$ cat src/rtl/clk_lane_pkg.sv
package clk_lane_pkg;

  typedef enum logic [2:0] {
    LS_STOP   = 3'd0,
    LS_LP01   = 3'd1,
    LS_BRIDGE = 3'd2,
    LS_HS0    = 3'd3,
    LS_HSCLK  = 3'd4
  } line_state_e;

  typedef enum logic [3:0] {
    PH_IDLE,
    PH_LP01,
    PH_PREP,
    PH_ZERO,
    PH_PRE,
    PH_RUN,
    PH_POST,
    PH_TRAIL,
    PH_EXIT
  } phase_e;

endpackage

$ cat src/rtl/clk_lane_rst_sync.sv
module clk_lane_rst_sync #(
  parameter int STAGES = 2
) (
  input  logic clk,
  input  logic rst_an,
  output logic rst_sync_n
);

  logic [STAGES-1:0] shift_q;

  always_ff @(posedge clk or negedge rst_an) begin
    if (!rst_an) shift_q <= '0;
    else         shift_q <= {shift_q[STAGES-2:0], 1'b1};
  end

  assign rst_sync_n = shift_q[STAGES-1];

endmodule

$ cat src/rtl/clk_lane_timer.sv
module clk_lane_timer #(
  parameter int CNT_W = 8
) (
  input  logic             clk,
  input  logic             rst_n,
  input  logic             load,
  input  logic [CNT_W-1:0] load_len,
  output logic             expired
);

  logic [CNT_W-1:0] cnt_q;
  logic [CNT_W-1:0] cnt_d;
  logic [CNT_W-1:0] len_eff;
  logic             cnt_en;

  // A programmed zero is stretched to a single cycle.
  assign len_eff = (load_len == '0) ? CNT_W'(1) : load_len;

  always_comb begin
    cnt_en = load || (cnt_q != '0);
    if (load) cnt_d = len_eff - CNT_W'(1);
    else      cnt_d = cnt_q - CNT_W'(1);
  end

  always_ff @(posedge clk or negedge rst_n) begin
    if (!rst_n)      cnt_q <= '0;
    else if (cnt_en) cnt_q <= cnt_d;
  end

  assign expired = (cnt_q == '0);

  // Without a reload the counter rests at zero instead of wrapping.
  assert_count_rests_at_zero_R8: assert property (@(posedge clk) disable iff (!rst_n)
    (expired && !load) |=> expired);

endmodule

$ cat src/rtl/clk_lane_fsm.sv
module clk_lane_fsm
  import clk_lane_pkg::*;
(
  input  logic        clk,
  input  logic        rst_n,
  input  logic        burst_req,
  input  logic        data_done,
  input  logic        expired,
  output phase_e      phase_nxt,
  output logic        load,
  output line_state_e line_state,
  output logic        data_grant,
  output logic        busy
);

  phase_e phase_q;
  logic   pend_q;
  logic   pend_d;

  always_comb begin
    phase_nxt = phase_q;
    pend_d    = pend_q;
    case (phase_q)
      PH_IDLE:  if (burst_req) phase_nxt = PH_LP01;
      PH_LP01:  if (expired)   phase_nxt = PH_PREP;
      PH_PREP:  if (expired)   phase_nxt = PH_ZERO;
      PH_ZERO:  if (expired)   phase_nxt = PH_PRE;
      PH_PRE:   if (expired)   phase_nxt = PH_RUN;
      PH_RUN:   if (data_done) phase_nxt = PH_POST;
      PH_POST:  if (expired)   phase_nxt = PH_TRAIL;
      PH_TRAIL: if (expired)   phase_nxt = PH_EXIT;
      PH_EXIT: begin
        if (burst_req) pend_d = 1'b1;
        if (expired) begin
          if (pend_q || burst_req) begin
            phase_nxt = PH_LP01;
            pend_d    = 1'b0;
          end else begin
            phase_nxt = PH_IDLE;
          end
        end
      end
      default:  phase_nxt = PH_IDLE;
    endcase
  end

  assign load = (phase_nxt != phase_q);

  always_ff @(posedge clk or negedge rst_n) begin
    if (!rst_n) begin
      phase_q <= PH_IDLE;
      pend_q  <= 1'b0;
    end else begin
      phase_q <= phase_nxt;
      pend_q  <= pend_d;
    end
  end

  always_comb begin
    case (phase_q)
      PH_LP01:                  line_state = LS_LP01;
      PH_PREP:                  line_state = LS_BRIDGE;
      PH_ZERO, PH_TRAIL:        line_state = LS_HS0;
      PH_PRE, PH_RUN, PH_POST:  line_state = LS_HSCLK;
      default:                  line_state = LS_STOP;
    endcase
  end

  assign data_grant = (phase_q == PH_RUN);
  assign busy       = (phase_q != PH_IDLE);

  assert_grant_only_toggling_R4: assert property (@(posedge clk) disable iff (!rst_n)
    data_grant |-> (line_state == LS_HSCLK));

  assert_idle_leaves_to_lp01_R2: assert property (@(posedge clk) disable iff (!rst_n)
    (!busy) |=> (line_state inside {LS_STOP, LS_LP01}));

  assert_lp01_then_bridge_R2: assert property (@(posedge clk) disable iff (!rst_n)
    (line_state == LS_LP01) |=> (line_state inside {LS_LP01, LS_BRIDGE}));

  assert_bridge_then_hs0_R3: assert property (@(posedge clk) disable iff (!rst_n)
    (line_state == LS_BRIDGE) |=> (line_state inside {LS_BRIDGE, LS_HS0}));

  assert_toggle_ends_in_hs0_R6: assert property (@(posedge clk) disable iff (!rst_n)
    (line_state == LS_HSCLK) |=> (line_state inside {LS_HSCLK, LS_HS0}));

  assert_grant_drops_on_done_R5: assert property (@(posedge clk) disable iff (!rst_n)
    (data_grant && data_done) |=> (!data_grant && (line_state == LS_HSCLK)));

  assert_exit_held_stop_R9: assert property (@(posedge clk) disable iff (!rst_n)
    ((phase_q == PH_EXIT) && !expired) |=> ((line_state == LS_STOP) && busy));

  assert_idle_is_stop_R12: assert property (@(posedge clk) disable iff (!rst_n)
    (!busy) |-> (line_state == LS_STOP));

endmodule

$ cat src/rtl/clk_lane_burst_seq.sv
module clk_lane_burst_seq
  import clk_lane_pkg::*;
#(
  parameter int CNT_W = 8
) (
  input  logic             clk,
  input  logic             rst_n,
  input  logic             burst_req,
  input  logic             data_done,
  input  logic [CNT_W-1:0] cfg_lpx,
  input  logic [CNT_W-1:0] cfg_prepare,
  input  logic [CNT_W-1:0] cfg_zero,
  input  logic [CNT_W-1:0] cfg_pre,
  input  logic [CNT_W-1:0] cfg_post,
  input  logic [CNT_W-1:0] cfg_trail,
  input  logic [CNT_W-1:0] cfg_exit,
  output logic [2:0]       line_state,
  output logic             data_grant,
  output logic             busy
);

  localparam int SYNC_STAGES = 2;

  logic             rst_int_n;
  logic             load;
  logic             expired;
  logic [CNT_W-1:0] load_len;
  phase_e           phase_nxt;
  line_state_e      ls;

  clk_lane_rst_sync #(.STAGES(SYNC_STAGES)) u_rst_sync (
    .clk        (clk),
    .rst_an     (rst_n),
    .rst_sync_n (rst_int_n)
  );

  // Length of the interval that starts on the coming edge.
  always_comb begin
    case (phase_nxt)
      PH_LP01:  load_len = cfg_lpx;
      PH_PREP:  load_len = cfg_prepare;
      PH_ZERO:  load_len = cfg_zero;
      PH_PRE:   load_len = cfg_pre;
      PH_POST:  load_len = cfg_post;
      PH_TRAIL: load_len = cfg_trail;
      PH_EXIT:  load_len = cfg_exit;
      default:  load_len = '0;
    endcase
  end

  clk_lane_timer #(.CNT_W(CNT_W)) u_timer (
    .clk      (clk),
    .rst_n    (rst_int_n),
    .load     (load),
    .load_len (load_len),
    .expired  (expired)
  );

  clk_lane_fsm u_fsm (
    .clk        (clk),
    .rst_n      (rst_int_n),
    .burst_req  (burst_req),
    .data_done  (data_done),
    .expired    (expired),
    .phase_nxt  (phase_nxt),
    .load       (load),
    .line_state (ls),
    .data_grant (data_grant),
    .busy       (busy)
  );

  assign line_state = ls;

endmodule

$ cat config.mk
export PLATFORM = sky130hd
export DESIGN_NAME = clk_lane_burst_seq
export DESIGN_NICKNAME = d
export VERILOG_FILES = /design/src/rtl/clk_lane_pkg.sv /design/src/rtl/clk_lane_rst_sync.sv /design/src/rtl/clk_lane_timer.sv /design/src/rtl/clk_lane_fsm.sv /design/src/rtl/clk_lane_burst_seq.sv
export SDC_FILE = /design/constraint.sdc
export NUM_CORES = 1
export LEC_CHECK = 0
export ABC_AREA = 1
export BUFFER_PORTS_ARGS = -buffer_cell sky130_fd_sc_hd__buf_4
export CORE_MARGIN = 5
export CORE_UTILIZATION = 45
export CTS_CLUSTER_DIAMETER = 80
export DETAILED_ROUTE_END_ITERATION = 8
export PLACE_DENSITY = 0.78
export SETUP_SLACK_MARGIN = 0.2
export SYNTH_ARGS = -nofsm -noshare
export SYNTH_HDL_FRONTEND = slang
export SYNTH_SLANG_ARGS = --single-unit
$ cat constraint.sdc
create_clock -name clk -period 0.85 [get_ports clk]
set_input_delay 0.1275 -clock clk [delete_from_list [all_inputs] [get_ports clk]]
set_output_delay 0.1275 -clock clk [all_outputs]
set_load 0.02 [all_outputs]
# Word-level counts from Yosys, hierarchy flattened
# Index checks and enable logic that the tools add are counted.
word_totals:
  ram_bits: 0
  memories: 0
  latchBits: 0
  reg_bits: 15
  output_inout_bits: 5
  mem_bits_ro: 0
  wordCells: 49
classes:
  mul: 0
  reduce_logical: 9
  add_sub_neg: 2
  shift: 0
  div_mod_pow: 0
  eq_ne: 16
  muxes: 18
  bitwise_logic: 0
  order_cmp: 0
op_table:
  columns: ["operator", "count"]
  rows:
  - ["case mux 8 bit (7 select lines)", 1]
  - ["two-way mux 4 bit", 9]
  - ["case mux 4 bit (9 select lines)", 1]
  - ["equality test 4 x 3 -> 1 bit (second input constant)", 7]
  - ["equality test 4 x 2 -> 1 bit (second input constant)", 4]
  - ["zero test 8 bit", 2]
  - ["two-way mux 8 bit", 2]
  - ["subtractor 8 x 1 -> 8 bit (second input constant)", 2]
  - ["case mux 3 bit (4 select lines)", 1]
  - ["equality test 4 x 1 -> 1 bit (second input constant)", 2]
  - ["equality test 4 bit (second input constant)", 2]
  - ["nonzero test 8 bit", 1]
  - ["zero test 4 bit", 1]
  - ["two-way mux 1 bit", 4]
  - ["!= test 4 bit", 1]
  - ["nonzero test 4 bit", 1]
  - ["OR reduction 3 bit", 1]
  - ["logical OR 1 bit", 2]
  - ["OR reduction 2 bit", 1]

# Logic depth before layout (Yosys ltp)
# Gate-level depths: netlist of run 1.
depth:
  depth_word: 10
  ltp_mapped: 25
  mapped_depth_nobuf: 25

# By module
# A second synthesis of run 1 with hierarchy kept.
unflattened:
  cells_unflattened: 279
  area_unflattened_um2: 1677.9
modules_own_cells:
  columns: ["module", "seq_area_each_um2", "cells_per_inst", "area_per_inst_um2", "instances"]
  rows:
  - ["clk_lane_burst_seq", 0.0, 132, 641.9, 1]
  - ["clk_lane_timer", 200.2, 85, 591.8, 1]
  - ["clk_lane_fsm", 125.1, 59, 390.4, 1]
  - ["clk_lane_rst_sync", 50.0, 3, 53.8, 1]

# Worst setup path after synthesis of run 1
# Ideal clock, no wire load.
synth_timing:
  kind: "reg-to-reg"
  startpoint: "register u_fsm.phase_q[3]"
  endpoint: "register u_timer.cnt_q[4]"
  path_stages_with_launch: 25
  path_slack_ps: -1833
  path_buffers: 1
  required_ps: 773
  t_arrival_ps: 2605
  cell_sequence: "dfrtp_1 > inv_2 > nand2_1 > nor2_2 > nand2_1 > nand2_1 > inv_1 > nand2_2 > inv_2 > nand2_8 > nor2_2 > buf_6 > nand3_1 > nand3_1 > nor2_1 > nand2_1 > nor2_1 > nand2_1 > nand2_2 > nand2_2 > ha_1 > and2_1 > nand2_1 > o21ai_1 > a21oi_1"
synth_between:
  elab_chain_cells: 8
  word_cells_on_any_way: 33
  classes_between: "add/sub (1); eq/ne (16); mux (13); reduce/logical (3)"
synth_rtl:
  columns: ["item", "line", "source"]
  rows:
  - ["from (decl)", "clk_lane_fsm.sv:16", "phase_e phase_q;"]
  - ["from (signal assigned)", "clk_lane_fsm.sv:54", "phase_q <= phase_nxt;"]
  - ["equality test 4 x 3 -> 1 bit *", null, null]
  - ["via data_grant", "clk_lane_burst_seq.sv:18", "output logic data_grant,"]
  - ["case mux 4 bit (9 select lines) *", "clk_lane_fsm.sv:23", "case (phase_q)"]
  - ["via phase_nxt[0]", "clk_lane_burst_seq.sv:28", "phase_e phase_nxt;"]
  - ["equality test 4 bit, or another cell as far along", "clk_lane_burst_seq.sv:39", "case (phase_nxt)"]
  - ["case mux 8 bit (7 select lines)", "clk_lane_burst_seq.sv:39", null]
  - ["zero test 8 bit", "clk_lane_timer.sv:17", "assign len_eff = (load_len == '0) ? CNT_W'(1) : load_len;"]
  - ["two-way mux 8 bit", "clk_lane_timer.sv:17", null]
  - ["subtractor 8 x 1 -> 8 bit", "clk_lane_timer.sv:21", "if (load) cnt_d = len_eff - CNT_W'(1);"]
  - ["two-way mux 8 bit", "clk_lane_timer.sv:21", null]
  - ["to (signal assigned)", "clk_lane_timer.sv:27", "else if (cnt_en) cnt_q <= cnt_d;"]
  - ["to (decl)", "clk_lane_timer.sv:11", "logic [CNT_W-1:0] cnt_q;"]
# Mark *: on every way through the listed nets, which the timed path passes. The rest lies on a longest branch.
# A chain may end at the register's enable or synchronous reset.

# Worst setup path after layout of run 1
layout_timing:
  startpoint: "register u_fsm.phase_q[3]"
  endpoint: "register u_timer.cnt_q[4]"
layout_between:
  elab_chain_cells: 8
  word_cells_on_any_way: 33
  classes_between: "add/sub (1); eq/ne (16); mux (13); reduce/logical (3)"
layout_rtl:
  columns: ["item", "line"]
  rows:
  - ["equality test 4 bit, or another cell as far along", "clk_lane_fsm.sv:23"]
  - ["case mux 4 bit (9 select lines) *", "clk_lane_fsm.sv:23"]
  - ["via phase_nxt[0]", "clk_lane_burst_seq.sv:28"]
  - ["equality test 4 bit, or another cell as far along", "clk_lane_burst_seq.sv:39"]
  - ["case mux 8 bit (7 select lines)", "clk_lane_burst_seq.sv:39"]
  - ["zero test 8 bit", "clk_lane_timer.sv:17"]
  - ["two-way mux 8 bit", "clk_lane_timer.sv:17"]
  - ["subtractor 8 x 1 -> 8 bit", "clk_lane_timer.sv:21"]
  - ["two-way mux 8 bit", "clk_lane_timer.sv:21"]
# Marked as above.

==> qor.yml, run 1 <==
clock_network:
  clk-insertion-delay-late_ns: 0.26
  root_buffer: "clkbuf_8"
  cts_tree: "yes"
  cts_made_buffers: 3
  clock_path_buffers: 2
  htreeDepth: 1
  clock-sinks: 15
  cts.clk_slew.worst_paths_ns: 0.07
run:
  drv_cap: 0
floorplanning:
  dieArea_um2: 5000
  die-height_um: 70.7
  row_count: 22
  die_w_um: 70.7
  boundaryPins: 65
  start_util: 0.460
  core_area_um2: 3610
timing:
  skew_ns: 0.00180
  max_freq_ghz: 0.310
  post-route-min-period_ns: 3.23
  final-hold-violation-count: 0
  fin_crit_sh: 3.80
  holdWs_ns: 0.175
  timing.final.max_slew_violations: 0
  grt_setup_unrepaired: "true"
  finalSetupTns_ns: -25.59
  fin_ws_ns: -2.38
  setup_viol: 18
run_status:
  violations: "negative setup slack"
  status: "complete, but fails checks"
pwr:
  p_clk_frac: 0.037
  swShare: 0.541
  power_density_nw_per_um2: 5020
  peakVddDrop_v: 0.00506
  pwr-share-seq: 0.078
  power_frac_comb: 0.885
  p_leak_nw: 1.81
  p_int_mw: 7.97
  power_mw: 17.4
  netSwitchingPower_mw: 9.40
grt:
  grt_pass1_wl_mm: 11.9
  grt_overflow_total: 0
  first_global_vias: 2638
  grt_start_max_net_pins: 17
  antenna_found_initial: 0
  track_usage: 0.291
routing:
  drt-initial-drc-count: 506
  drtAntennaViolNets: 0
  wl_mm: 12.1
  drc_errors: 0
  vias: 3127
  wire_per_inst_um: 24.9
  first_pass_iters: 7
  vias_per_cell: 6.45
yosys:
  seq_area_frac_synth: 0.226
  avgSynthCellArea_um2: 5.93
  synth-compound-area-share: 0.106
  yosysWarnings: 0
  ys_types: 30
  synth.mux.area_fraction: 0
  yosys.area_share.simple: 0.529
  synth_edf_count: 0
  synth_top_family_by_area: "simple AND/OR/NAND/NOR gates"
  ys_ff_latch: 15
  synth_nets: 341
  synth_flop_cell: "dfrtp_1"
  async_flop_share: 1.00
  synthCells: 280
  synth_xor_area_frac: 0.00980
  synth_fa_ha_area_frac: 0.00754
  synth.cell_area_um2: 1660
layout:
  num-nets-final: 499
  final_cell_mix: "buf_4, nand2_1, nand3_1, buf_6, inv_1"
  fin_area_um2: 3460
  final_common_cell: "buf_4"
  drive_above_1_share: 0.664
  area_growth_pct: 109
  antennaDiodeCount: 0
setup_path:
  cp_common_cell: "nand2_2"
  crit_chain: "inv_4 -> nor2_2 -> nand2_2 -> nor2_2 -> nor2_2 -> nand2_2 -> nand2_4 -> nand2_8 -> nor2_4 -> buf_4 -> buf_4 -> nand3_1 -> nand4_1 -> nor3_2 -> nand2_2 -> nand2_4 -> ha_4 -> and2_4 -> nand2_2 -> o21ai_2 -> a21oi_2"
  worst-endpoint-required_ns: 1.00
  max_stage_delay_ns: 0.50
  cpMaxStageDelayCell: "dfrtp_2"
  critPathLaunchType: "flop"
  crit_path_end_kind: "flop"
  worstPathMaxFanout: 8
  crit_arrival_ns: 3.38
  path_class: "reg2reg"
place:
  numPortBuffers: 64
  place_area_um2: 2650
  dp_hpwl_mm: 4.72
  dp_worst_setup_slack_ns: -1.97
  place.gp.congestion: 0.890
min_path:
  hp-class: "reg2async"
==> power groups by stage <==
stage / Clock [mW] / Combinational (mW) / Sequential, mW
2_1_floorplan: 0 / 6.13 / 1.17
3_3_place_gp: 0 / 9.33 / 1.20
3_5_place_dp: 0 / 9.52 / 1.22
4_1_cts: 0.593 / 12.0 / 1.25
5_1_grt: 0.633 / 16.0 / 1.34
6_report: 0.639 / 15.4 / 1.36
==> critical path: cells and delay by family (launching register included) <==
family | cells | cell delay, ns
AOI/OAI and AO/OA | 2 | 0.19
adders and majority gates | 1 | 0.13
and+or+nand+nor | 15 | 1.91
DFF | 1 | 0.50
buffers and inverters | 3 | 0.36
==> synthesized netlist by cell type, drive strengths merged, types with 2 or more instances <==
library cell  instances  area (µm²)
a21oi                16        95.1
buf                   4        28.8
clkinv                2        7.51
dfrtp                15         375
inv                  43         161
nand2                76         332
nand3                41         215
nand4                 7        43.8
nor2                 57         264
o21a                  2        15.0
o21ai                 8        47.6
or2                   2        12.5
==> metrics by stage <==
step | std cells | util
CTS | 467 | 0.854
floorplan | 280 | -
detailed placement | 438 | 0.734
global route | 485 | 0.961
finish | 485 | 0.961
global placement | 438 | 0.734
==> final timing paths <==
kind / cells after the start / slack, ns / from / endpoint
setup / recovery: 21 / -2.38 / u_fsm.phase_q[3]$_DFF_PN0_ / u_timer.cnt_q[4]$_DFFE_PN0P_
hold / removal: 1 / 0.18 / u_rst_sync.shift_q[1]$_DFF_PN0_ / u_fsm.pend_q$_DFFE_PN0N_
setup reg to reg: 21 / -2.38 / u_fsm.phase_q[3]$_DFF_PN0_ / u_timer.cnt_q[4]$_DFFE_PN0P_
hold reg to reg: 1 / 0.18 / u_rst_sync.shift_q[1]$_DFF_PN0_ / u_fsm.pend_q$_DFFE_PN0N_
max in group asynchronous: 1 / 0.49 / u_rst_sync.shift_q[1]$_DFF_PN0_ / u_fsm.phase_q[1]$_DFF_PN0_
min in group clk: 4 / 0.29 / burst_req / u_fsm.pend_q$_DFFE_PN0N_
==> metal layers <==
layer | routed length (µm) | track usage | part of all wire | up-vias
met1 | 3880 | 0.345 | 0.32 | 1410
met5 | 0 | 0 | 0 | -
met3 | 1490 | 0.0511 | 0.12 | 165
met4 | 1230 | 0.0898 | 0.10 | 0
met2 | 5460 | 0.528 | 0.45 | 358
li1 | - | - | - | 1194
==> registers in the layout, indices dropped and copies added, names as in the netlist <==
| register | flops |
|---|---|
| u_fsm.pend_q | 1 |
| u_fsm.phase_q | 4 |
| u_rst_sync.shift_q | 2 |
| u_timer.cnt_q | 8 |
==> layout make-up <==
cell class / instances / area [µm²]
multi-input combinational: 217 / 1520
timing repair buffer: 156 / 1270
tap: 48 / 60.1
clock inverter: 1 / 7.51
inverter: 45 / 184
fill: 90 / 141
sequential: 15 / 380
clock buffer: 3 / 41.3
==> logic make-up (layout without fill, tap and decap cells) <==
logic type | count (synthesis) | after routing
simple gates | 185 | 186
buf+inv | 49 | 205
flops | 15 | 15
fa+ha+maj | 1 | 1
compound gates | 28 | 28
other cells | 1 | 1
xor+xnor | 1 | 1
==> timing repair <==
item,4_1_cts,5_1_grt
pin swaps,39,40
cloned,1,0
hold buffers,1,0
endpoints found under the hold margin,2,0
buffers inserted,23,18
setup endpoints to repair,18,18
gates resized for setup,61,65
Power figures use the tool's default switching activity.
==> run 2: changes to the inputs <==
--- a/config.mk
+++ b/config.mk
@@ -12,6 +12,7 @@
 export CTS_CLUSTER_DIAMETER = 80
 export DETAILED_ROUTE_END_ITERATION = 8
 export PLACE_DENSITY = 0.78
+export REMOVE_ABC_BUFFERS = 1
 export SETUP_SLACK_MARGIN = 0.2
 export SYNTH_ARGS = -nofsm -noshare
 export SYNTH_HDL_FRONTEND = slang
==> run 2 against run 1 <==
  * The run still ends with negative setup slack left
  * Critical path depth is 1 lower
  * Routed wire length is 24% lower
  * Critical path type unchanged
  * Sequential power is 5% lower
  * Via count is 12% lower
  * Clock skew grew 0.0093 ns
  * Sequential cell count unchanged
  * Largest cell class unchanged
  * Fmax is 5.5% higher
  * First-iteration DRC count shrank 25%
==> qor.yml, run 2 (synthesis gave the netlist of run 1 again) <==
timing:
  grt_setup_unrepaired: "true"  # unchanged
  timing.final.max_slew_violations: 0  # unchanged
  finalSetupTns_ns: -23.13  # was -25.59 ns
  max_freq_ghz: 0.327  # was 0.310 GHz
  setup_viol: 18  # unchanged
  skew_ns: 0.0111  # was 0.00180 ns
  fin_crit_sh: 3.60  # was 3.80
  final-hold-violation-count: 0  # unchanged
  post-route-min-period_ns: 3.06  # was 3.23 ns
  holdWs_ns: 0.0198  # was 0.175 ns
  fin_ws_ns: -2.21  # was -2.38 ns
pwr:
  pwr-share-seq: 0.084  # was 0.078
  p_clk_frac: 0.038  # was 0.037
  p_leak_nw: 1.71  # was 1.81 nW
  swShare: 0.516  # was 0.541
  p_int_mw: 7.42  # was 7.97 mW
  peakVddDrop_v: 0.00505  # was 0.00506 V
  power_density_nw_per_um2: 4710  # was 5020 nW/µm²
  power_frac_comb: 0.878  # was 0.885
  netSwitchingPower_mw: 7.92  # was 9.40 mW
floorplanning:
  die_w_um: 70.7  # unchanged
  start_util: 0.460  # unchanged
  row_count: 22  # unchanged
  boundaryPins: 65  # unchanged
  die-height_um: 70.7  # unchanged
  core_area_um2: 3610  # unchanged
  dieArea_um2: 5000  # unchanged
clock_network:
  clk-insertion-delay-late_ns: 0.25  # was 0.26 ns
  clock_path_buffers: 2  # unchanged
  htreeDepth: 1  # unchanged
  root_buffer: "clkbuf_8"  # unchanged
  cts_tree: "yes"  # unchanged
  cts_made_buffers: 3  # unchanged
  cts.clk_slew.worst_paths_ns: 0.07  # about the same
  clock-sinks: 15  # unchanged
layout:
  final_cell_mix: "buf_4, nand2_1, nor2_1, nand3_1, inv_1"  # was buf_4, nand2_1, nand3_1, buf_6, inv_1
  num-nets-final: 483  # was 499
  area_growth_pct: 96.1  # was 109%
  antennaDiodeCount: 0  # unchanged
  final_common_cell: "buf_4"  # unchanged
  final_cells: 469  # was 485
  drive_above_1_share: 0.627  # was 0.664
  fin_area_um2: 3260  # was 3460 µm²
  top_regs: "u_timer.cnt_q (8), u_fsm.phase_q (4), u_rst_sync.shift_q (2)"  # unchanged
  top_register: "u_timer.cnt_q"  # unchanged
  largest_reg_flops: 8  # unchanged
grt:
  grt_pass1_wl_mm: 11.6  # was 11.9 mm
  antenna_found_initial: 0  # unchanged
  grt_start_max_net_pins: 17  # unchanged
  track_usage: 0.284  # was 0.291
  first_global_vias: 2645  # was 2,638
  grt_overflow_total: 0  # unchanged
setup_path:
  critPathLaunchType: "flop"  # unchanged
  crit_path_end_kind: "flop"  # unchanged
  crit-reg2reg-launch: "u_fsm.phase_q[1]$_DFF_PN0_"  # was u_fsm.phase_q[3]$_DFF_PN0_
  crit_arrival_ns: 3.19  # was 3.38 ns
  r2r_end: "u_timer.cnt_q[4]$_DFFE_PN0P_"  # unchanged
  r2r_setup_slack_ns: -2.21  # was -2.38 ns
  worst-endpoint-required_ns: 0.98  # was 1.00 ns
  worstPathMaxFanout: 8  # unchanged
  reg2reg_depth: 20  # was 21
  path_class: "reg2reg"  # unchanged
run_status:
  violations: "negative setup slack"  # unchanged
  status: "complete, but fails checks"  # unchanged
routing:
  wl_mm: 9.11  # was 12.1 mm
  vias: 2748  # was 3,127
  vias_per_cell: 5.86  # was 6.45
  drt-initial-drc-count: 379  # was 506
  drc_errors: 0  # unchanged
  drtAntennaViolNets: 0  # unchanged
  first_pass_iters: 5  # was 7
  wire_per_inst_um: 19.4  # was 24.9 µm
min_path:
  hp-class: "reg2async"  # unchanged
place:
  numPortBuffers: 64  # unchanged
  place.gp.congestion: 0.935  # was 0.890
  place_area_um2: 2550  # was 2650 µm²
  dp_hpwl_mm: 4.53  # was 4.72 mm
  dp.cells: 438  # unchanged
run:
  drv_cap: 0  # unchanged
## run 2: metal layers
layer,global-route usage,up-vias,routed length [µm]
met3,0.0469,81,731
met1,0.296,1275,3190
li1,-,1169,-
met4,0.119,0,545
met5,0,-,0
met2,0.553,223,4640
## run 2: area by class of cell
type / count / area [µm²]
multi-input cells: 217 / 1450
repair buffers: 140 / 1140
flip-flops and latches: 15 / 380
fillers: 150 / 350
inverters: 45 / 180
well taps: 48 / 60.1
clock buffers: 4 / 45.0
## run 2: what timing repair did
action	in CTS	in global routing
hold buffers	1	0
buffers inserted	16	9
gates cloned	1	0
endpoints found under the hold margin	2	0
pin swaps	28	35
resized for setup	77	54
setup endpoints to repair	18	18
## run 2: power groups by stage
stage,combinational (mW),sequential [mW],clock (mW)
after floorplan,5.35,1.17,0
after global placement,8.78,1.18,0
after detailed placement,9.00,1.20,0
after CTS,11.2,1.22,0.568
after global routing,14.2,1.31,0.630
final,13.5,1.29,0.585
## run 2: worst max path at each step
stage                                       startpoint                           end  slack (ns)  depth (start not counted)
after global routing        u_fsm.phase_q[1]$_DFF_PN0_  u_timer.cnt_q[4]$_DFFE_PN0P_       -2.29                         20
after CTS                 u_timer.cnt_q[4]$_DFFE_PN0P_  u_timer.cnt_q[4]$_DFFE_PN0P_       -1.86                         23
after floorplan           u_timer.cnt_q[1]$_DFFE_PN0P_  u_timer.cnt_q[4]$_DFFE_PN0P_       -2.16                         22
after detailed placement  u_timer.cnt_q[1]$_DFFE_PN0P_  u_timer.cnt_q[4]$_DFFE_PN0P_       -2.12                         24
after global placement      u_fsm.phase_q[2]$_DFF_PN0_  u_timer.cnt_q[6]$_DFFE_PN0P_       -1.92                         23
final                       u_fsm.phase_q[1]$_DFF_PN0_  u_timer.cnt_q[4]$_DFFE_PN0P_       -2.21                         20
## run 2: per-stage QoR
stage	setup WS, ns	power [mW]	utilization
after global routing	-2.29	16.1	0.903
final	-2.21	15.3	0.903
after global placement	-1.92	9.96	0.706
after detailed placement	-2.12	10.2	0.706
after CTS	-1.86	13.0	0.828
after floorplan	-2.16	6.52	-
## run 2: critical path, cell delays in order, from the launching register on
cell and delay [ns]:
dfrtp_2 0.49, nor2_2 0.21, nand2_2 0.13, o21ai_4 0.12
nand2_2 0.11, nand2_4 0.09, inv_4 0.05, nand2_8 0.11
nor2_4 0.07, buf_4 0.15, nand3_1 0.10, nand2_1 0.10
nor2_1 0.16, nand2_1 0.10, buf_4 0.15, a21boi_4 0.20
ha_4 0.17, and2_4 0.17, nand2_4 0.05, o21ai_2 0.12
a21oi_1 0.05
==> run 3: changes to the inputs <==
--- a/config.mk
+++ b/config.mk
@@ -14,6 +14,7 @@
 export PLACE_DENSITY = 0.78
 export REMOVE_ABC_BUFFERS = 1
 export SETUP_SLACK_MARGIN = 0.2
+export SKIP_LAST_GASP = 1
 export SYNTH_ARGS = -nofsm -noshare
 export SYNTH_HDL_FRONTEND = slang
 export SYNTH_SLANG_ARGS = --single-unit
==> run 3 against run 2 <==
  * Non-clock buffer count fell by 3
  * Die area did not move
  * Critical path type unchanged
  * Total power rose by 6.5%
  * Sequential cell count did not move
  * Clock power fell by 2%
  * Final cell count fell by 0.64%
  * Global-route usage fell by 1.5 points
  * Largest power group unchanged
  * Register-to-register slack got worse by 0.10 ns
  * Highest routed layer unchanged
  * Combinational power rose by 7%
  * The run still ends with negative setup slack left
  * Utilization rose by 1.2 points
  * Worst setup slack got worse by 0.10 ns
  * Critical path depth rose by 4
==> qor.yml, run 3 (synthesis gave the netlist of run 1 again) <==
place:
  dp_hpwl_mm: 4.53  # unchanged
  numPortBuffers: 64  # unchanged
  place_area_um2: 2550  # unchanged
  dp_worst_setup_slack_ns: -2.12  # unchanged
  place.gp.congestion: 0.935  # unchanged
pwr:
  p_leak_nw: 1.71  # about the same
  power_mw: 16.3  # was 15.3 mW
  peakVddDrop_v: 0.00638  # was 0.00505 V
  power_density_nw_per_um2: 4950  # was 4710 nW/µm²
floorplanning:
  boundaryPins: 65  # unchanged
  start_util: 0.460  # unchanged
  die_w_um: 70.7  # unchanged
  core_area_um2: 3610  # unchanged
  die-height_um: 70.7  # unchanged
  dieArea_um2: 5000  # unchanged
  row_count: 22  # unchanged
setup_path:
  crit_path_end_kind: "flop"  # unchanged
  cpMaxStageDelayCell: "dfrtp_2"  # unchanged
  r2r_setup_slack_ns: -2.31  # was -2.21 ns
  crit_chain: "inv_2 -> nand2_2 -> nor2_4 -> nand2_1 -> nand2_1 -> inv_2 -> nand2_4 -> inv_4 -> nand2_8 -> nor2_4 -> buf_4 -> nand3_1 -> nand3_1 -> nor2_2 -> nand2_1 -> nor2_1 -> nand2_1 -> nand2_2 -> nand2_4 -> ha_4 -> and2_4 -> nand3_2 -> nand2_2 -> a21oi_2"  # was nor2_2 -> nand2_2 -> o21ai_4 -> nand2_2 -> nand2_4 -> inv_4 -> nand2_8 -> nor2_4 -> buf_4 -> nand3_1 -> nand2_1 -> nor2_1 -> nand2_1 -> buf_4 -> a21boi_4 -> ha_4 -> and2_4 -> nand2_4 -> o21ai_2 -> a21oi_1
  crit_arrival_ns: 3.33  # was 3.19 ns
  worst-endpoint-required_ns: 1.01  # was 0.98 ns
  crit-reg2reg-launch: "u_fsm.phase_q[1]$_DFF_PN0_"  # unchanged
  path_class: "reg2reg"  # unchanged
  reg2reg_depth: 24  # was 20
  r2r_end: "u_timer.cnt_q[6]$_DFFE_PN0P_"  # was u_timer.cnt_q[4]$_DFFE_PN0P_
  critPathLaunchType: "flop"  # unchanged
  cp_common_cell: "nand2_1"
  max_stage_delay_ns: 0.49  # about the same
  worstPathMaxFanout: 8  # unchanged
routing:
  drc_errors: 0  # unchanged
  wl_mm: 10.1  # was 9.11 mm
  drtAntennaViolNets: 0  # unchanged
  vias_per_cell: 6.32  # was 5.86
  vias: 2946  # was 2,748
  first_pass_iters: 6  # was 5
  drt-initial-drc-count: 397  # was 379
  wire_per_inst_um: 21.6  # was 19.4 µm
grt:
  grt_pass1_wl_mm: 11.0  # was 11.6 mm
  antenna_found_initial: 0  # unchanged
  track_usage: 0.270  # was 0.284
  grt_start_max_net_pins: 17  # unchanged
  first_global_vias: 2561  # was 2,645
  grt_overflow_total: 0  # unchanged
layout:
  top_regs: "u_timer.cnt_q (8), u_fsm.phase_q (4), u_rst_sync.shift_q (2)"  # unchanged
  final_common_cell: "buf_4"  # unchanged
  drive_above_1_share: 0.641  # was 0.627
  largest_reg_flops: 8  # unchanged
  final_cell_mix: "buf_4, nand2_1, nor2_1, inv_1, buf_6"  # was buf_4, nand2_1, nor2_1, nand3_1, inv_1
  num-nets-final: 480  # was 483
  antennaDiodeCount: 0  # unchanged
  fin_area_um2: 3300  # was 3260 µm²
  area_growth_pct: 98.6  # was 96.1%
  top_register: "u_timer.cnt_q"  # unchanged
run:
  drv_cap: 0  # unchanged
clock_network:
  cts.clk_slew.worst_paths_ns: 0.07  # about the same
  cts_tree: "yes"  # unchanged
  root_buffer: "clkbuf_8"  # unchanged
  cts_made_buffers: 3  # unchanged
  clk-insertion-delay-late_ns: 0.25  # about the same
  clock_path_buffers: 2  # unchanged
  clock-sinks: 15  # unchanged
  htreeDepth: 1  # unchanged
timing:
  post-route-min-period_ns: 3.16  # was 3.06 ns
  fin_ws_ns: -2.31  # was -2.21 ns
  skew_ns: 0.0104  # was 0.0111 ns
  timing.final.max_slew_violations: 0  # unchanged
  holdWs_ns: 0.0307  # was 0.0198 ns
  final-hold-violation-count: 0  # unchanged
  finalSetupTns_ns: -24.52  # was -23.13 ns
  fin_crit_sh: 3.72  # was 3.60
  setup_viol: 18  # unchanged
  grt_setup_unrepaired: "true"  # unchanged
  max_freq_ghz: 0.316  # was 0.327 GHz
run_status:
  status: "complete, but fails checks"  # unchanged
  violations: "negative setup slack"  # unchanged
min_path:
  hp-class: "reg2async"  # unchanged
-- run 3: worst max-delay path by stage --
stage                     slack, ns                           end  cells after the start                          from
final                         -2.31  u_timer.cnt_q[6]$_DFFE_PN0P_                     24    u_fsm.phase_q[1]$_DFF_PN0_
after global routing          -2.40  u_timer.cnt_q[4]$_DFFE_PN0P_                     24    u_fsm.phase_q[1]$_DFF_PN0_
after CTS                     -1.86  u_timer.cnt_q[6]$_DFFE_PN0P_                     18  u_timer.cnt_q[4]$_DFFE_PN0P_
after detailed placement      -2.12  u_timer.cnt_q[4]$_DFFE_PN0P_                     24  u_timer.cnt_q[1]$_DFFE_PN0P_
after global placement        -1.92  u_timer.cnt_q[6]$_DFFE_PN0P_                     23    u_fsm.phase_q[2]$_DFF_PN0_
after floorplan               -2.16  u_timer.cnt_q[4]$_DFFE_PN0P_                     22  u_timer.cnt_q[1]$_DFFE_PN0P_
-- run 3: power by group --
group | switching (mW) | internal (mW)
logic | 8.11 | 6.34
clock network | 0.245 | 0.331
registers | 0.281 | 1.03
total | 8.63 | 7.70
-- run 3: layer usage --
metal  part of all wire  global-route usage
met1               0.34               0.276
met2               0.47               0.523
met3              0.099              0.0611
met4              0.090               0.102
met5                  0                   0
-- run 3: area by class of cell --
type / count / area [µm²]
Inverter: 45 / 181
Fill cell: 144 / 308
Clock buffer: 4 / 45.0
Timing Repair Buffer: 137 / 1120
Tap cell: 48 / 60.1
Multi-Input combinational cell: 217 / 1510
Sequential cell: 15 / 380
-- run 3: worst max-delay path, delay by kind of cell, from the launching register on --
family                     cells  cell delay, ns
buffers and inverters          4            0.37
DFF                            1            0.49
adders and majority gates      1            0.17
AOI/OAI and AO/OA              1            0.14
and+or+nand+nor               18            1.89
-- run 3: per-stage QoR --
step,std cells,util
floorplan,276,-
global placement,438,0.706
detailed placement,438,0.706
CTS,460,0.817
global route,466,0.915
finish,466,0.915
-- run 3: what timing repair did --
item | 4_1_cts | 5_1_grt
pin swaps | 27 | 57
hold endpoints to repair | 2 | 0
buffers inserted | 16 | 6
hold buffers | 1 | 0
cloned | 1 | 0
gates resized for setup | 67 | 77
endpoints found under the setup margin | 18 | 18
